<file path="config.mk">
export PLATFORM = sky130hd
export DESIGN_NAME = mesi_line_ctrl
export DESIGN_NICKNAME = d
export VERILOG_FILES = /design/src/rtl/mesi_pkg.sv /design/src/rtl/mesi_tag_store.sv /design/src/rtl/mesi_snoop_unit.sv /design/src/rtl/mesi_proc_ctrl.sv /design/src/rtl/mesi_line_ctrl.sv
export SDC_FILE = /design/constraint.sdc
export NUM_CORES = 1
export LEC_CHECK = 0
export BUFFER_PORTS_ARGS = -buffer_cell sky130_fd_sc_hd__buf_4
export CELL_PAD_IN_SITES_DETAIL_PLACEMENT = 0
export CELL_PAD_IN_SITES_GLOBAL_PLACEMENT = 1
export CORE_UTILIZATION = 40
export DETAILED_ROUTE_END_ITERATION = 6
export PLACE_DENSITY_LB_ADDON = 0.25
export RECOVER_POWER = 100
export SLEW_MARGIN = 10
export SYNTH_ARGS = -nofsm -noshare
export SYNTH_HDL_FRONTEND = slang
export SYNTH_SLANG_ARGS = --single-unit
</file>
<file path="constraint.sdc">
create_clock -name clk -period 2.63 [get_ports clk]
set_clock_uncertainty 0.2 [all_clocks]
set_input_delay 0.263 -clock clk [delete_from_list [all_inputs] [get_ports clk]]
set_output_delay 0.263 -clock clk [all_outputs]
set_load 0.1 [all_outputs]
</file>
<file path="src/rtl/mesi_pkg.sv">
package mesi_pkg;
  typedef enum logic [1:0] {
    ST_I = 2'b00,
    ST_S = 2'b01,
    ST_E = 2'b10,
    ST_M = 2'b11
  } mesi_t;

  typedef enum logic [1:0] {
    BUS_WB  = 2'b00,
    BUS_RD  = 2'b01,
    BUS_RFO = 2'b10,
    BUS_UPG = 2'b11
  } busop_t;

  typedef enum logic [1:0] {
    SNP_NONE = 2'b00,
    SNP_RD   = 2'b01,
    SNP_RFO  = 2'b10,
    SNP_INV  = 2'b11
  } snpop_t;

  typedef enum logic [1:0] {
    CS_IDLE = 2'b00,
    CS_WBK  = 2'b01,
    CS_FILL = 2'b10,
    CS_UPG  = 2'b11
  } ctl_st_t;
endpackage

</file>
<file path="src/rtl/mesi_tag_store.sv">
module mesi_tag_store
  import mesi_pkg::*;
#(
  parameter int LINES = 8,
  parameter int IDX_W = 3,
  parameter int TAG_W = 13
) (
  input  logic             clk,
  input  logic             rst_n,
  input  logic [IDX_W-1:0] cpu_idx,
  output logic [TAG_W-1:0] cpu_tag,
  output mesi_t            cpu_state,
  input  logic             ctl_we,
  input  mesi_t            ctl_state,
  input  logic             fill_we,
  input  logic [TAG_W-1:0] fill_tag,
  input  logic [IDX_W-1:0] snp_idx,
  output logic [TAG_W-1:0] snp_tag,
  output mesi_t            snp_state,
  input  logic             snp_we,
  input  mesi_t            snp_state_nxt
);
  logic [LINES-1:0][1:0]       state_all;
  logic [LINES-1:0][TAG_W-1:0] ptag_all;
  logic [LINES-1:0][TAG_W-1:0] stag_all;

  for (genvar g = 0; g < LINES; g++) begin : g_line
    logic [1:0]       st_q;
    logic [1:0]       st_d;
    logic             st_en;
    logic [TAG_W-1:0] ptag_q;
    logic [TAG_W-1:0] stag_q;
    logic             tag_en;

    // snoop write wins over a processor-side write to the same line
    always_comb begin
      st_en = 1'b0;
      st_d  = st_q;
      if (snp_we && (snp_idx == IDX_W'(g))) begin
        st_en = 1'b1;
        st_d  = snp_state_nxt;
      end else if (ctl_we && (cpu_idx == IDX_W'(g))) begin
        st_en = 1'b1;
        st_d  = ctl_state;
      end
    end

    assign tag_en = fill_we && (cpu_idx == IDX_W'(g));

    always_ff @(posedge clk or negedge rst_n) begin
      if (!rst_n) begin
        st_q <= ST_I;
      end else if (st_en) begin
        st_q <= st_d;
      end
    end

    // both tag copies are loaded together on every fill
    always_ff @(posedge clk) begin
      if (tag_en) begin
        ptag_q <= fill_tag;
        stag_q <= fill_tag;
      end
    end

    assign state_all[g] = st_q;
    assign ptag_all[g]  = ptag_q;
    assign stag_all[g]  = stag_q;
  end

  assign cpu_tag   = ptag_all[cpu_idx];
  assign cpu_state = mesi_t'(state_all[cpu_idx]);
  assign snp_tag   = stag_all[snp_idx];
  assign snp_state = mesi_t'(state_all[snp_idx]);
endmodule

</file>
<file path="src/rtl/mesi_snoop_unit.sv">
module mesi_snoop_unit
  import mesi_pkg::*;
#(
  parameter int ADDR_W = 16,
  parameter int IDX_W  = 3,
  parameter int TAG_W  = ADDR_W - IDX_W
) (
  input  logic              clk,
  input  logic              rst_n,
  input  logic              snoop_valid,
  input  logic [1:0]        snoop_op,
  input  logic [ADDR_W-1:0] snoop_addr,
  output logic [IDX_W-1:0]  snp_idx,
  input  logic [TAG_W-1:0]  snp_tag,
  input  mesi_t             snp_state,
  output logic              snp_we,
  output mesi_t             snp_state_nxt,
  output logic              snoop_hit,
  output logic              snoop_flush,
  output logic              snoop_shared
);
  logic match;
  logic hit_d, flush_d, shared_d;

  assign snp_idx = snoop_addr[IDX_W-1:0];

  always_comb begin
    match = snoop_valid && (snoop_op != SNP_NONE) &&
            (snp_state != ST_I) && (snp_tag == snoop_addr[ADDR_W-1:IDX_W]);
    snp_we        = match;
    snp_state_nxt = (snoop_op == SNP_RD) ? ST_S : ST_I;
    hit_d         = match;
    flush_d       = match && (snp_state == ST_M);
    shared_d      = match && (snoop_op == SNP_RD);
  end

  always_ff @(posedge clk or negedge rst_n) begin
    if (!rst_n) begin
      snoop_hit    <= 1'b0;
      snoop_flush  <= 1'b0;
      snoop_shared <= 1'b0;
    end else begin
      snoop_hit    <= hit_d;
      snoop_flush  <= flush_d;
      snoop_shared <= shared_d;
    end
  end

  // dirty data is only ever offered for a line that was present
  a_r7_flush_needs_hit: assert property (@(posedge clk) disable iff (!rst_n)
    snoop_flush |-> snoop_hit);

  // no snoop in a cycle means no response in the next one
  a_r11_quiet_without_snoop: assert property (@(posedge clk) disable iff (!rst_n)
    !snoop_valid |=> !snoop_hit && !snoop_shared && !snoop_flush);
endmodule

</file>
<file path="src/rtl/mesi_proc_ctrl.sv">
module mesi_proc_ctrl
  import mesi_pkg::*;
#(
  parameter int ADDR_W = 16,
  parameter int IDX_W  = 3,
  parameter int TAG_W  = ADDR_W - IDX_W
) (
  input  logic              clk,
  input  logic              rst_n,
  input  logic              cpu_req_valid,
  input  logic              cpu_req_write,
  input  logic [ADDR_W-1:0] cpu_req_addr,
  input  logic              snoop_busy,
  output logic [IDX_W-1:0]  cpu_idx,
  input  logic [TAG_W-1:0]  lk_tag,
  input  mesi_t             lk_state,
  output logic              ctl_we,
  output mesi_t             ctl_state,
  output logic              fill_we,
  output logic [TAG_W-1:0]  fill_tag,
  output logic              cpu_done,
  output logic              cpu_hit,
  input  logic              bus_resp_valid,
  input  logic              bus_shared_in,
  output logic              bus_req_valid,
  output busop_t            bus_req_op,
  output logic [ADDR_W-1:0] bus_req_addr
);
  ctl_st_t           st_q, st_d;
  busop_t            op_q, op_d;
  logic [ADDR_W-1:0] addr_q, addr_d;
  logic              req_en;
  logic              tag_eq, hit;
  busop_t            fill_op;

  assign cpu_idx  = cpu_req_addr[IDX_W-1:0];
  assign fill_tag = cpu_req_addr[ADDR_W-1:IDX_W];
  assign tag_eq   = (lk_tag == cpu_req_addr[ADDR_W-1:IDX_W]);
  assign hit      = tag_eq && (lk_state != ST_I);
  assign fill_op  = cpu_req_write ? BUS_RFO : BUS_RD;

  always_comb begin
    st_d      = st_q;
    op_d      = op_q;
    addr_d    = addr_q;
    req_en    = 1'b0;
    ctl_we    = 1'b0;
    ctl_state = ST_I;
    fill_we   = 1'b0;
    cpu_done  = 1'b0;
    cpu_hit   = 1'b0;
    case (st_q)
      CS_IDLE: begin
        if (cpu_req_valid && !snoop_busy) begin
          if (hit) begin
            if (!cpu_req_write || (lk_state == ST_M)) begin
              cpu_done = 1'b1;
              cpu_hit  = 1'b1;
            end else if (lk_state == ST_E) begin
              ctl_we    = 1'b1;
              ctl_state = ST_M;
              cpu_done  = 1'b1;
              cpu_hit   = 1'b1;
            end else begin
              req_en = 1'b1;
              st_d   = CS_UPG;
              op_d   = BUS_UPG;
              addr_d = cpu_req_addr;
            end
          end else if (lk_state == ST_M) begin
            req_en = 1'b1;
            st_d   = CS_WBK;
            op_d   = BUS_WB;
            addr_d = {lk_tag, cpu_idx};
          end else begin
            req_en = 1'b1;
            st_d   = CS_FILL;
            op_d   = fill_op;
            addr_d = cpu_req_addr;
          end
        end
      end
      CS_WBK: begin
        if (bus_resp_valid) begin
          req_en    = 1'b1;
          ctl_we    = 1'b1;
          ctl_state = ST_I;
          st_d      = CS_FILL;
          op_d      = fill_op;
          addr_d    = cpu_req_addr;
        end
      end
      CS_FILL: begin
        if (bus_resp_valid) begin
          req_en    = 1'b1;
          st_d      = CS_IDLE;
          fill_we   = 1'b1;
          ctl_we    = 1'b1;
          ctl_state = cpu_req_write ? ST_M : (bus_shared_in ? ST_S : ST_E);
          cpu_done  = 1'b1;
        end
      end
      CS_UPG: begin
        if (bus_resp_valid) begin
          req_en    = 1'b1;
          st_d      = CS_IDLE;
          ctl_we    = 1'b1;
          ctl_state = ST_M;
          cpu_done  = 1'b1;
          cpu_hit   = 1'b1;
        end
      end
      default: st_d = CS_IDLE;
    endcase
  end

  always_ff @(posedge clk or negedge rst_n) begin
    if (!rst_n) begin
      st_q   <= CS_IDLE;
      op_q   <= BUS_RD;
      addr_q <= '0;
    end else if (req_en) begin
      st_q   <= st_d;
      op_q   <= op_d;
      addr_q <= addr_d;
    end
  end

  assign bus_req_valid = (st_q != CS_IDLE);
  assign bus_req_op    = op_q;
  assign bus_req_addr  = addr_q;

  // an unanswered request keeps its op and address
  a_r4_req_held: assert property (@(posedge clk) disable iff (!rst_n)
    bus_req_valid && !bus_resp_valid |=>
      bus_req_valid && $stable(bus_req_op) && $stable(bus_req_addr));

  // an answered write-back is always followed by the fill
  a_r6_wb_then_fill: assert property (@(posedge clk) disable iff (!rst_n)
    bus_req_valid && (bus_req_op == BUS_WB) && bus_resp_valid |=>
      bus_req_valid && (bus_req_op != BUS_WB));

  // an answered fill completes the request as a miss
  a_r5_fill_is_miss: assert property (@(posedge clk) disable iff (!rst_n)
    bus_req_valid && bus_resp_valid &&
      ((bus_req_op == BUS_RD) || (bus_req_op == BUS_RFO)) |-> cpu_done && !cpu_hit);

  // a snoop in the cycle blocks processor completion
  a_r10_snoop_first: assert property (@(posedge clk) disable iff (!rst_n)
    snoop_busy && !bus_req_valid |-> !cpu_done);
endmodule

</file>
<file path="src/rtl/mesi_line_ctrl.sv">
module mesi_line_ctrl
  import mesi_pkg::*;
#(
  parameter int ADDR_W = 16,
  parameter int IDX_W  = 3
) (
  input  logic              clk,
  input  logic              rst_n,
  input  logic              cpu_req_valid,
  input  logic              cpu_req_write,
  input  logic [ADDR_W-1:0] cpu_req_addr,
  output logic              cpu_done,
  output logic              cpu_hit,
  output logic              bus_req_valid,
  output logic [1:0]        bus_req_op,
  output logic [ADDR_W-1:0] bus_req_addr,
  input  logic              bus_resp_valid,
  input  logic              bus_shared_in,
  input  logic              snoop_valid,
  input  logic [1:0]        snoop_op,
  input  logic [ADDR_W-1:0] snoop_addr,
  output logic              snoop_hit,
  output logic              snoop_flush,
  output logic              snoop_shared
);
  localparam int LINES = 1 << IDX_W;
  localparam int TAG_W = ADDR_W - IDX_W;

  logic rst_meta_q, rst_sync_q;

  always_ff @(posedge clk or negedge rst_n) begin
    if (!rst_n) begin
      rst_meta_q <= 1'b0;
      rst_sync_q <= 1'b0;
    end else begin
      rst_meta_q <= 1'b1;
      rst_sync_q <= rst_meta_q;
    end
  end

  logic [IDX_W-1:0] cpu_idx, snp_idx;
  logic [TAG_W-1:0] cpu_tag, snp_tag, fill_tag;
  mesi_t            cpu_state, snp_state, ctl_state, snp_state_nxt;
  logic             ctl_we, fill_we, snp_we;
  busop_t           op_w;

  mesi_tag_store #(.LINES(LINES), .IDX_W(IDX_W), .TAG_W(TAG_W)) store_i (
    .clk(clk), .rst_n(rst_sync_q),
    .cpu_idx(cpu_idx), .cpu_tag(cpu_tag), .cpu_state(cpu_state),
    .ctl_we(ctl_we), .ctl_state(ctl_state),
    .fill_we(fill_we), .fill_tag(fill_tag),
    .snp_idx(snp_idx), .snp_tag(snp_tag), .snp_state(snp_state),
    .snp_we(snp_we), .snp_state_nxt(snp_state_nxt)
  );

  mesi_snoop_unit #(.ADDR_W(ADDR_W), .IDX_W(IDX_W), .TAG_W(TAG_W)) snoop_i (
    .clk(clk), .rst_n(rst_sync_q),
    .snoop_valid(snoop_valid), .snoop_op(snoop_op), .snoop_addr(snoop_addr),
    .snp_idx(snp_idx), .snp_tag(snp_tag), .snp_state(snp_state),
    .snp_we(snp_we), .snp_state_nxt(snp_state_nxt),
    .snoop_hit(snoop_hit), .snoop_flush(snoop_flush), .snoop_shared(snoop_shared)
  );

  mesi_proc_ctrl #(.ADDR_W(ADDR_W), .IDX_W(IDX_W), .TAG_W(TAG_W)) ctrl_i (
    .clk(clk), .rst_n(rst_sync_q),
    .cpu_req_valid(cpu_req_valid), .cpu_req_write(cpu_req_write),
    .cpu_req_addr(cpu_req_addr), .snoop_busy(snoop_valid),
    .cpu_idx(cpu_idx), .lk_tag(cpu_tag), .lk_state(cpu_state),
    .ctl_we(ctl_we), .ctl_state(ctl_state),
    .fill_we(fill_we), .fill_tag(fill_tag),
    .cpu_done(cpu_done), .cpu_hit(cpu_hit),
    .bus_resp_valid(bus_resp_valid), .bus_shared_in(bus_shared_in),
    .bus_req_valid(bus_req_valid), .bus_req_op(op_w), .bus_req_addr(bus_req_addr)
  );

  assign bus_req_op = op_w;
endmodule

</file>
# After elaboration in Yosys (flattened, before gate mapping)
# Cells that the tools add are included.
[classes]
n_lt_le_gt_ge = 2
n_eq_ne = 28
reduce_logical = 62
muxes = 88
[op_table]
columns = ["op", "count"]
rows = [
  ["$mux W16", 6],
  ["$bmux W13 S3", 2],
  ["$mux W2", 38],
  ["$pmux W16 S2", 1],
  ["$logic_and A1 B1 Y1", 31],
  ["$mux W1", 30],
  ["$eq A13 B13 Y1", 2],
  ["$mux W13", 2],
  ["$reduce_bool A2 Y1", 13],
  ["$eq A3 B3 Y1 const B", 8],
  ["$reduce_and A2 Y1", 8],
  ["$bmux W2 S3", 2],
  ["$eq A3 B2 Y1 const B", 4],
  ["$reduce_and A6 Y1", 2],
  ["$eq A2 B2 Y1 const B", 5],
  ["$lt A3 B4 Y1 const B", 2],
  ["$pmux W1 S2", 4],
  ["$pmux W2 S4", 1],
  ["$eq A3 B1 Y1 const B", 2],
  ["$logic_not A3 Y1", 2],
  ["$ne A3 B3 Y1 const B", 2],
  ["$pmux W2 S3", 1],
  ["$eq A2 B1 Y1 const B", 2],
  ["$ne A2 B1 Y1 const B", 2],
  ["7 further kinds", 8],
]
[totals]
in_bits = 41
register_bits = 145
wordCells = 204
output_inout_bits = 24

# Longest topological paths before layout
# Gate-level depths: netlist of run 1.
[logic_depth]
depth_word = 12
depth_mapped = 14
ltp_nobuf = 10

# Hierarchy
# A second synthesis of run 1 with hierarchy kept.
[hier_totals]
cells_unflattened = 508
area_unflattened_um2 = 7786.2
[modules_own_cells]
columns = ["module", "n_inst", "area_per_inst_um2", "cells_each"]
rows = [
  ["mesi_tag_store", 1, 5974.5, 314],
  ["mesi_proc_ctrl", 1, 1442.6, 157],
  ["mesi_snoop_unit", 1, 315.3, 34],
  ["mesi_line_ctrl", 1, 53.8, 3],
]

# Worst setup path before layout of run 1
# OpenSTA, ideal clock, no wires.
[synth_path]
path_kind = "input to output"
start = "in cpu_req_addr[0]"
end = "out cpu_hit"
t_arrival_ns = 3.829
path_buffers = 5
path_stages = 12
t_required_ns = 2.167
slack_ns = -1.662
path_cell_list = "buf_6 > buf_6 > buf_6 > clkbuf_1 > nor3_1 > a211oi_1 > xnor2_1 > nand4_1 > nor4_4 > clkbuf_1 > nand4_1 > a21oi_1"
[synth_via]
elab_chain_len = 8
elab_cells_between_ends = 15
classes_between = "eq/ne: 3; mux: 9; reduce/logical: 3"
[synth_lines]
columns = ["item", "line", "rtl"]
rows = [
  ["start: declaration", "mesi_line_ctrl.sv:11", "input logic [ADDR_W-1:0] cpu_req_addr,"],
  ["$bmux W2 S3", "mesi_tag_store.sv:72", "assign cpu_state = mesi_t'(state_all[cpu_idx]);"],
  ["$mux W2 (implied by the code)", "mesi_tag_store.sv:72", ""],
  ["$eq A2 B2 Y1, on equally long branches", "mesi_proc_ctrl.sv:59, mesi_proc_ctrl.sv:56", ""],
  ["$mux W1 / $logic_or A1 B1 Y1 (equally long branches)", "mesi_proc_ctrl.sv:59, mesi_proc_ctrl.sv:56", ""],
  ["$mux W1", "mesi_proc_ctrl.sv:56", "if (!cpu_req_write || (lk_state == ST_M)) begin"],
  ["$mux W1 (*)", "mesi_proc_ctrl.sv:55", "if (hit) begin"],
  ["$mux W1 (*)", "mesi_proc_ctrl.sv:54", "if (cpu_req_valid && !snoop_busy) begin"],
  ["$pmux W1 S2 (*)", "mesi_proc_ctrl.sv:52", "case (st_q)"],
  ["end: declaration", "mesi_line_ctrl.sv:13", "output logic cpu_hit,"],
]
# Every way passes the cells marked *; elsewhere a longest branch is shown, timed or not. The select of a mux whose other input is x is not followed.

# Final worst setup path of run 1
[layout_path]
start = "reg store_i.g_line[5].ptag_q[10]"
end = "out cpu_done"
[layout_via]
elab_chain_len = 7
[layout_lines]
columns = ["item", "line", "rtl"]
rows = [
  ["start: declaration", "mesi_tag_store.sv:31", "logic [TAG_W-1:0] ptag_q;"],
  ["start signal: assignment", "mesi_tag_store.sv:61", "ptag_q <= fill_tag;"],
  ["$bmux W13 S3", "mesi_tag_store.sv:71", "assign cpu_tag = ptag_all[cpu_idx];"],
  ["$mux W13 (implied by the code)", "mesi_tag_store.sv:71", ""],
  ["$eq A13 B13 Y1", "mesi_proc_ctrl.sv:38", "assign tag_eq = (lk_tag == cpu_req_addr[ADDR_W-1:IDX_W]);"],
  ["$logic_and A1 B1 Y1", "mesi_proc_ctrl.sv:39", "assign hit = tag_eq && (lk_state != ST_I);"],
  ["$mux W1", "mesi_proc_ctrl.sv:55", ""],
  ["$mux W1", "mesi_proc_ctrl.sv:54", ""],
  ["$pmux W1 S2", "mesi_proc_ctrl.sv:52", ""],
  ["end: declaration", "mesi_line_ctrl.sv:12", "output logic cpu_done,"],
]
# No other way between the ends. The select of a mux whose other input is x is not followed.

==> results.sh, run 1 <==
export IMPL_run_status="complete, but fails checks"
export IMPL_violations="capacitance limit, slew limit, setup timing"
export IMPL_p_leak_uw=0.00414
export IMPL_placed_area_sq_um=9490
export IMPL_synth_seq_cells=145
export IMPL_syn_to_final_growth_pct=35.5
export IMPL_ys_flop_type="edfxtp_1"
export IMPL_ys_top_cells_by_count="edfxtp_1 (104), mux2i_1 (70), dfrtp_1 (40)"
export IMPL_antenna_cells=0
export IMPL_setup_viol=38
export IMPL_die_area_sq_um=19600
export IMPL_startpoint_type="register"
export IMPL_critical_path_class="reg2out"
export IMPL_rows=50
export IMPL_die_h_um=140
export IMPL_synth_edff_count=104
export IMPL_required_ns=2.17
export IMPL_cts_tree="built"
export IMPL_fillers=1588
export IMPL_tns_ns=-22.50
export IMPL_wl_um=22800
export IMPL_synth_most_common_cell="edfxtp_1"
export IMPL_drt_iter0_drc=444
export IMPL_via_count=5686
export IMPL_fin_util=0.553
export IMPL_grt_max_degree=40
export IMPL_vias_per_cell=5.56
export IMPL_drive_gt1_frac=0.398
export IMPL_power_per_cell_area_nw_per_um2=859
export IMPL_routedWlPerCell_um=22.3
export IMPL_start_util=0.408
export IMPL_ys_warn_count=0
export IMPL_cp_data_arrival_time_ns=3.00
export IMPL_grt_util_all_layers=0.242
export IMPL_fmax_mhz=289
export IMPL_r2r_start="store_i.g_line[5].ptag_q[10]"
export IMPL_startpoint="store_i.g_line[5].ptag_q[10]"
export IMPL_core_area_sq_um=18700
export IMPL_h_tree_depth=4
export IMPL_clock_sinks=145
export IMPL_fin_ws_ns=-0.832
export IMPL_syn_area_per_cell_sq_um=13.7
export IMPL_max_slew_margin_rel=-0.215
export IMPL_drc=0
export IMPL_synthesis_area_sq_um=7630
export IMPL_endpoint_kind="output port"
export IMPL_syn_inst=558
export IMPL_overflow=0
export IMPL_synth_net_count=604
export IMPL_synth_cell_types=57
export IMPL_die_w_um=140
export IMPL_worstPathMaxFanout=2
export IMPL_grt_antenna_before_repair=0
export IMPL_irDropWorstVdd_mv=0.910
export IMPL_dpl_worst_slack_ns=-1.05
export IMPL_hold_worst_slack_ns=0.0720
export IMPL_drt_pre_antenna_iters=5
export IMPL_cts_root_buffer="clkbuf_16"
export IMPL_fin_crit_sh=1.32
export IMPL_cts_inserted_buffers=17
export IMPL_worstSkewPairLatency_ns=0.43
export IMPL_final_hold_violation_count=0
export IMPL_grt_pass1_vias=5778
export IMPL_final_cell_area_sq_um=10300
export IMPL_period_minus_slack_ns=3.46
export IMPL_ant_nets=0
export IMPL_synth_area_top_cells="edfxtp_1 (41%), dfrtp_1 (13%), mux2i_1 (9.2%)"
export IMPL_gp_congestion=0.848
export IMPL_maxCapViolations=1
export IMPL_ys_seq_area_frac=0.544
export IMPL_cts_buffer_depth=2
export IMPL_clk_pin_slew_ns=0.07
export IMPL_hold_class="in2reg"
export IMPL_tightest_slew_ns=1.82
export IMPL_synth_top_area_frac=0.409
export IMPL_worstHoldStart="cpu_req_write"
export IMPL_io_buffers=64
export IMPL_yosysTopAreaCell="edfxtp_1"
export IMPL_rsz0062_at_grt="true"
export IMPL_io_pin_count=65
export IMPL_fin_nets=822
export IMPL_slew_violations=40
export IMPL_dp_hpwl_um=16100
export IMPL_ys_async_sr_fraction=0.283
export IMPL_grt_first_pass_wirelength_um=34800
final cells by class:
cell class | instances | area, sq um | area share
Tap cell | 234 | 293 | 0.0283
Multi-Input combinational cell | 370 | 3520 | 0.340
Timing Repair Buffer | 234 | 1760 | 0.170
Clock buffer | 19 | 443 | 0.0428
Sequential cell | 145 | 4150 | 0.401
Clock inverter | 13 | 144 | 0.0139
Inverter | 8 | 30.0 | 0.00290
metal layers:
layer	global-route usage	wire, um
met5	0	0
met1	0.334	10200
met4	0.0729	461
met2	0.391	10900
met3	0.0424	1260
sequential cells by signal, summed over array words and instances, names as in the netlist, 2 cells and up:
signal	count
store_i.g_line.ptag_q	104
ctrl_i.bus_req_addr	16
store_i.g_line.st_q	16
ctrl_i.bus_req_op	2
ctrl_i.st_q	2
stage by stage:
stage | total power (uW) | instances
finish | 8880 | 1023
global route | 9200 | 1023
CTS | 8930 | 1014
detailed placement | 6440 | 965
global placement | 6390 | 965
floorplan | 5400 | 558
what timing repair did:
item / 4_1_cts / 5_1_grt
resized for setup: 21 / 17
setup endpoints to repair: 40 / 41
gates cloned: 0 / 1
setup buffers: 3 / 8
hold buffers: 14 / 1
pin swaps: 10 / 14
endpoints found under the hold margin: 103 / 8
power by group:
group | internal [uW] | switching, uW | leakage [uW] | total [uW]
Sequential | 2800 | 225 | 0.00146 | 3020
Combinational | 1150 | 2290 | 0.00240 | 3430
Clock | 1360 | 1060 | 0.000278 | 2420
placed cells by master (no fill, tap or decap), types with 6 or more instances in the layout:
master	n
xnor2_1	9
clkbuf_1	44
buf_4	154
o22ai_1	14
xor2_1	15
edfxtp_1	104
nand2b_1	7
clkbuf_16	18
nand4_1	8
a22oi_1	10
nor2_1	28
nand2_1	23
o21ai_0	12
nor3_1	9
mux4_2	29
dlygate4sd3_1	15
buf_12	8
inv_1	6
dfrtp_1	40
clkbuf_2	6
nor2b_1	6
mux2_2	37
mux2i_1	67
a21oi_1	15
critical path, cell delays in order (launching register included):
cell and delay, ns:
edfxtp_1 0.41, mux4_2 0.53, mux2i_4 0.20, xor2_2 0.22
nand3_2 0.11, nor4_4 0.30, buf_4 0.17, nand4_1 0.21
a21oi_4 0.23, buf_12 0.19
cell families after synthesis:
family	share of synthesized area
multiplexers	0.238
XOR/XNOR	0.0310
AND/OR/NAND/NOR	0.0758
buffers and inverters	0.0313
other	0.000491
AO/OA/AOI/OAI	0.0713
flip-flops	0.544
adder cells (fa/ha/maj)	0.00820
path summary, 6_finish.rpt:
kind / to / slack, ns / cells after the start
worst max-delay path: cpu_done / -0.83 / 9
worst min-delay path: ctrl_i.bus_req_op[0] / 0.07 / 3
worst max register to register: ctrl_i.bus_req_addr[6] / -0.66 / 13
worst min register to register: rst_sync_q / 0.15 / 0
max in group asynchronous: store_i.g_line[6].st_q[0] / 0.60 / 0
min in group asynchronous: rst_sync_q / 0.51 / 3
(Power assumes the default switching activity.)
==> inputs of run 2 (changes only) <==
==> constraint.sdc (replaced) <==
create_clock -name clk -period 2.63 [get_ports clk]
set_clock_uncertainty 0.2 [all_clocks]
set_input_delay 0.1315 -clock clk [delete_from_list [all_inputs] [get_ports clk]]
set_output_delay 0.1315 -clock clk [all_outputs]
set_load 0.1 [all_outputs]
==> results.sh, run 2 (synthesis gave the netlist of run 1 again) <==
export IMPL_path_delay_family="multiplexers"
export IMPL_clock_sinks=145
export IMPL_drt_pre_antenna_iters=5
export IMPL_h_tree_depth=4
export IMPL_largest_register="store_i.g_line.ptag_q"
export IMPL_setup_viol=38
export IMPL_core_area_sq_um=18700
export IMPL_hold_class="in2reg"
export IMPL_drc=0
export IMPL_tightest_slew_ns=1.78
export IMPL_grt_first_pass_wirelength_um=34600
export IMPL_vias_per_cell=5.57
export IMPL_overflow=0
export IMPL_wl_um=22800
export IMPL_power_frac_seq=0.343
export IMPL_p_sw_uw=3550
export IMPL_multi_input_area_sq_um=3510
export IMPL_switching_share=0.400
export IMPL_grt_antenna_before_repair=0
export IMPL_start_util=0.408
export IMPL_run_status="complete, but fails checks"
export IMPL_drt_iter0_drc=447
export IMPL_final_cell_area_sq_um=10400
export IMPL_via_count=5728
export IMPL_clock_power_share=0.281
export IMPL_final_hold_violation_count=0
export IMPL_io_buffers=64
export IMPL_cts_buffer_depth=2
export IMPL_required_ns=2.30
export IMPL_whs_endpoint="store_i.g_line[2].st_q[1]"
export IMPL_slowest_stage="mux4_2"
export IMPL_grt_util_all_layers=0.241
export IMPL_cp_data_arrival_time_ns=3.01
export IMPL_startpoint_type="register"
export IMPL_fin_crit_sh=1.27
export IMPL_die_w_um=140
export IMPL_drive_gt1_frac=0.399
export IMPL_violations="capacitance limit, slew limit, setup timing"
export IMPL_fin_ws_ns=-0.710
export IMPL_rsz0062_at_grt="true"
export IMPL_hold_worst_slack_ns=0.0157
export IMPL_mostFrequentLayoutCells="buf_4 (154), edfxtp_1 (104), mux2i_1 (66), dfrtp_1 (40), clkbuf_1 (40)"
export IMPL_period_minus_slack_ns=3.34
export IMPL_maxCapViolations=1
export IMPL_p_leak_uw=0.00417
export IMPL_critical_path_class="reg2out"
export IMPL_die_h_um=140
export IMPL_rows=50
export IMPL_gp_congestion=0.842
export IMPL_antenna_cells=0
export IMPL_worstHoldStart="snoop_addr[2]"
export IMPL_placed_cells=960
export IMPL_largest_reg_flops=104
export IMPL_grt_pass1_vias=5774
export IMPL_cts_inserted_buffers=17
export IMPL_cts_root_buffer="clkbuf_16"
export IMPL_die_area_sq_um=19600
export IMPL_power_per_cell_area_nw_per_um2=855
export IMPL_min_path_cells=4
export IMPL_ant_nets=0
export IMPL_routedWlPerCell_um=22.2
export IMPL_slew_violations=40
export IMPL_dp_hpwl_um=16200
export IMPL_endpoint_kind="output port"
export IMPL_critPathBufInv=2
export IMPL_crit_chain="mux4_2, mux2i_4, xor2_2, nand3_2, nor4_4, buf_4, nand4_1, a21oi_4, buf_12"
export IMPL_grt_max_degree=40
export IMPL_dpl_worst_slack_ns=-0.736
export IMPL_placed_area_sq_um=9430
export IMPL_fin_util=0.554
export IMPL_regArea_sq_um=4150
export IMPL_cts_tree="built"
export IMPL_fmax_mhz=299
export IMPL_clk_pin_slew_ns=0.08
export IMPL_critPathMaxStageDelay_ns=0.52
export IMPL_worstPathMaxFanout=2
export IMPL_reg2reg_to="store_i.g_line[1].st_q[0]"
export IMPL_fin_nets=828
export IMPL_final_common_cell="buf_4"
export IMPL_intPower_uw=5320
export IMPL_syn_to_final_growth_pct=35.9
export IMPL_worstSkewPairLatency_ns=0.43
export IMPL_fin_cells=1029
export IMPL_pwr_share_comb=0.376
export IMPL_rr_worst_depth=12
export IMPL_max_slew_margin_rel=-0.189
export IMPL_irDropWorstVdd_mv=0.835
export IMPL_io_pin_count=65
export IMPL_r2r_start="store_i.g_line[2].ptag_q[10]"
export IMPL_fillers=1559
export IMPL_worst_r2r_setup_slack_ns=-0.66
-- run 2: cell count changes in the layout (fill, tap and decap cells not counted), sizes merged --
cell	delta
clkinv	+2
bufinv	+1
dlygate4sd3	+10
clkinvlp	-1
buf	-3
clkbuf	-3
-- run 2: power by group through the flow --
| stage | registers (uW) | clock network [uW] | logic (uW) |
|---|---|---|---|
| 2_1_floorplan | 4040 | 0 | 1350 |
| 3_3_place_gp | 3080 | 0 | 3270 |
| 3_5_place_dp | 3070 | 0 | 3320 |
| 4_1_cts | 3040 | 2510 | 3450 |
| 5_1_grt | 3080 | 2600 | 3510 |
| 6_report | 3040 | 2500 | 3330 |
-- run 2: repair_timing --
| action | CTS | global route |
|---|---|---|
| hold endpoints to repair | 119 | 8 |
| setup buffers | 6 | 7 |
| resized for setup | 24 | 13 |
| pin swaps | 16 | 11 |
| hold buffers | 24 | 1 |
| setup endpoints to repair | 40 | 41 |
-- run 2: per-stage QoR --
step,power [uW],TNS [ns]
global route,9190,-24.90
finish,8870,-20.47
CTS,9000,-19.17
global placement,6350,-24.07
detailed placement,6390,-25.69
floorplan,5390,-4.06
-- run 2: worst register-to-register path: stages (launching register included) --
cell and delay (ns):
edfxtp_1 0.41, mux4_2 0.52, mux2i_4 0.24, xor2_2 0.18, nand3_2 0.12, nor4_4 0.30
buf_4 0.17, buf_4 0.10, buf_6 0.10, a41o_1 0.26, and4b_4 0.29, mux2i_1 0.18
mux2i_1 0.09
-- run 2: area by class of cell --
class                   instances  share of cell area
multi-input cells             370               0.338
flip-flops and latches        145               0.400
inverters                       8             0.00290
clock buffers                  17              0.0410
repair buffers                240               0.173
well taps                     234              0.0282
clock inverters                15              0.0165
-- run 2: routing by layer --
metal,vias to the layer above,share of wire,global-route usage
met5,-,0,0
met4,0,0.018,0.0654
met3,28,0.054,0.0379
met2,197,0.48,0.388
met1,2887,0.45,0.340
li1,2616,-,-
-- run 2: how the worst max path moves through the flow --
| stage | from | end | slack, ns | cells after the start |
|---|---|---|---|---|
| after detailed placement | cpu_req_addr[0] | ctrl_i.bus_req_addr[5] | -0.74 | 14 |
| after global routing | store_i.g_line[1].ptag_q[1] | cpu_done | -0.80 | 10 |
| final | store_i.g_line[2].ptag_q[10] | cpu_done | -0.71 | 9 |
| after floorplan | cpu_req_addr[0] | cpu_done | -0.46 | 10 |
| after global placement | cpu_req_addr[0] | store_i.g_line[1].st_q[0] | -0.67 | 14 |
| after CTS | store_i.g_line[4].ptag_q[8] | cpu_done | -0.73 | 9 |
==> inputs of run 3 (changes only) <==
--- a/config.mk
+++ b/config.mk
@@ -10,6 +10,7 @@
 export CELL_PAD_IN_SITES_GLOBAL_PLACEMENT = 1
 export CORE_UTILIZATION = 40
 export DETAILED_ROUTE_END_ITERATION = 6
+export HOLD_SLACK_MARGIN = 0.08
 export PLACE_DENSITY_LB_ADDON = 0.25
 export RECOVER_POWER = 100
 export SLEW_MARGIN = 10
==> results.sh, run 3 (synthesis gave the netlist of run 1 again) <==
export IMPL_tns_ns=-20.88
export IMPL_io_pin_count=65
export IMPL_max_slew_margin_rel=0.352
export IMPL_required_ns=2.30
export IMPL_core_area_sq_um=18700
export IMPL_clk_pin_slew_ns=0.07
export IMPL_cp_data_arrival_time_ns=3.02
export IMPL_io_buffers=64
export IMPL_syn_to_final_growth_pct=38.5
export IMPL_largest_reg_flops=104
export IMPL_cts_root_buffer="clkbuf_16"
export IMPL_grt_max_degree=40
export IMPL_fin_crit_sh=1.27
export IMPL_drc=0
export IMPL_power_per_cell_area_nw_per_um2=856
export IMPL_die_h_um=140
export IMPL_report_power_total_uw=9050
export IMPL_overflow=0
export IMPL_wl_um=23000
export IMPL_grt_first_pass_wirelength_um=34800
export IMPL_fin_ws_ns=-0.717
export IMPL_crit_path_end="cpu_done"
export IMPL_fmax_mhz=299
export IMPL_dp_hpwl_um=16200
export IMPL_gp_congestion=0.842
export IMPL_reg2reg_to="store_i.g_line[1].st_q[0]"
export IMPL_maxCapViolations=0
export IMPL_rr_worst_depth=12
export IMPL_largest_register="store_i.g_line.ptag_q"
export IMPL_routedWlPerCell_um=22.2
export IMPL_slew_violations=0
export IMPL_drive_gt1_frac=0.436
export IMPL_multi_input_area_sq_um=3520
export IMPL_startpoint_type="register"
export IMPL_rsz0062_at_grt="true"
export IMPL_fin_nets=833
export IMPL_ant_nets=0
export IMPL_fillers=1533
export IMPL_final_common_cell="buf_4"
export IMPL_run_status="complete, but fails checks"
export IMPL_worstPathMaxFanout=2
export IMPL_drt_iter0_drc=468
export IMPL_final_hold_violation_count=0
export IMPL_cts_buffer_depth=2
export IMPL_start_util=0.408
export IMPL_grt_pass1_vias=5816
export IMPL_rows=50
export IMPL_irDropWorstVdd_mv=0.888
export IMPL_die_area_sq_um=19600
export IMPL_placed_cells=960
export IMPL_cts_inserted_buffers=17
export IMPL_mostFrequentLayoutCells="buf_4 (191), edfxtp_1 (104), mux2i_1 (66), dfrtp_1 (39), mux2_2 (37)"
export IMPL_vias_per_cell=5.53
export IMPL_worstSkewPairLatency_ns=0.43
export IMPL_antenna_cells=0
export IMPL_worst_r2r_setup_slack_ns=-0.68
export IMPL_period_minus_slack_ns=3.35
export IMPL_violations="setup timing"
export IMPL_grt_util_all_layers=0.242
export IMPL_drt_pre_antenna_iters=5
export IMPL_endpoint_kind="output port"
export IMPL_regArea_sq_um=4150
export IMPL_die_w_um=140
export IMPL_cts_tree="built"
export IMPL_h_tree_depth=4
export IMPL_r2r_start="store_i.g_line[2].ptag_q[10]"
export IMPL_startpoint="store_i.g_line[2].ptag_q[10]"
export IMPL_setup_viol=38
export IMPL_hold_class="in2reg"
export IMPL_fin_cells=1034
export IMPL_clock_sinks=145
export IMPL_p_leak_uw=0.00431
export IMPL_critical_path_class="reg2out"
export IMPL_fin_util=0.565
export IMPL_grt_antenna_before_repair=0
export IMPL_via_count=5713
export IMPL_tightest_slew_ns=0.973
[run 3: critical path, cell delays in order (launching register included)]
cell,delay (ns)
edfxtp_1,0.41
mux4_2,0.52
mux2i_4,0.24
xor2_2,0.17
nand3_2,0.11
nor4_4,0.30
buf_4,0.17
nand4_1,0.22
a21oi_4,0.25
buf_12,0.19
[run 3: repair_timing]
action                     CTS  global route
setup endpoints to repair   40            41
gates resized for setup     24            13
cloned                       0             0
pin swaps                   16            11
buffers inserted             6             7
hold buffers                29             1
hold endpoints to repair   133             8
[run 3: metrics by stage]
| step | hold WS [ns] | area, sq um | setup WS (ns) |
|---|---|---|---|
| floorplan | -0.364 | 7830 | -0.462 |
| global placement | -0.286 | 9430 | -0.668 |
| detailed placement | -0.284 | 9430 | -0.736 |
| CTS | -0.237 | 10500 | -0.733 |
| global route | 0.118 | 10600 | -0.805 |
| finish | 0.0948 | 10600 | -0.717 |
[run 3: how the worst min path moves through the flow]
stage                                start                          end  slack (ns)  cells after the start
after global placement               rst_n                   rst_meta_q       -0.29                      1
final                       snoop_addr[11]         snoop_i.snoop_shared        0.09                      6
after global routing        snoop_addr[11]         snoop_i.snoop_shared        0.12                      6
after floorplan                      rst_n                   rst_meta_q       -0.36                      0
after detailed placement             rst_n                   rst_meta_q       -0.28                      1
after CTS                 cpu_req_addr[11]  store_i.g_line[2].ptag_q[8]       -0.24                      1
[run 3: final cells by class]
class                   count  share of cell area
clock inverters            15              0.0162
inverters                   8             0.00284
clock buffers              17              0.0403
multi-input cells         370               0.333
repair buffers            245               0.187
well taps                 234              0.0277
flip-flops and latches    145               0.393
[run 3: power breakdown]
part	switching (uW)	internal (uW)
sequential	246	2800
clock	1080	1430
combinational	2260	1240
[run 3: layer usage]
metal  up-vias  part of all wire  global-route usage
met5         -                 0                   0
met4         0             0.017              0.0648
met3        28             0.050              0.0376
met2       180              0.48               0.391
met1      2880              0.45               0.341
li1       2625                 -                   -
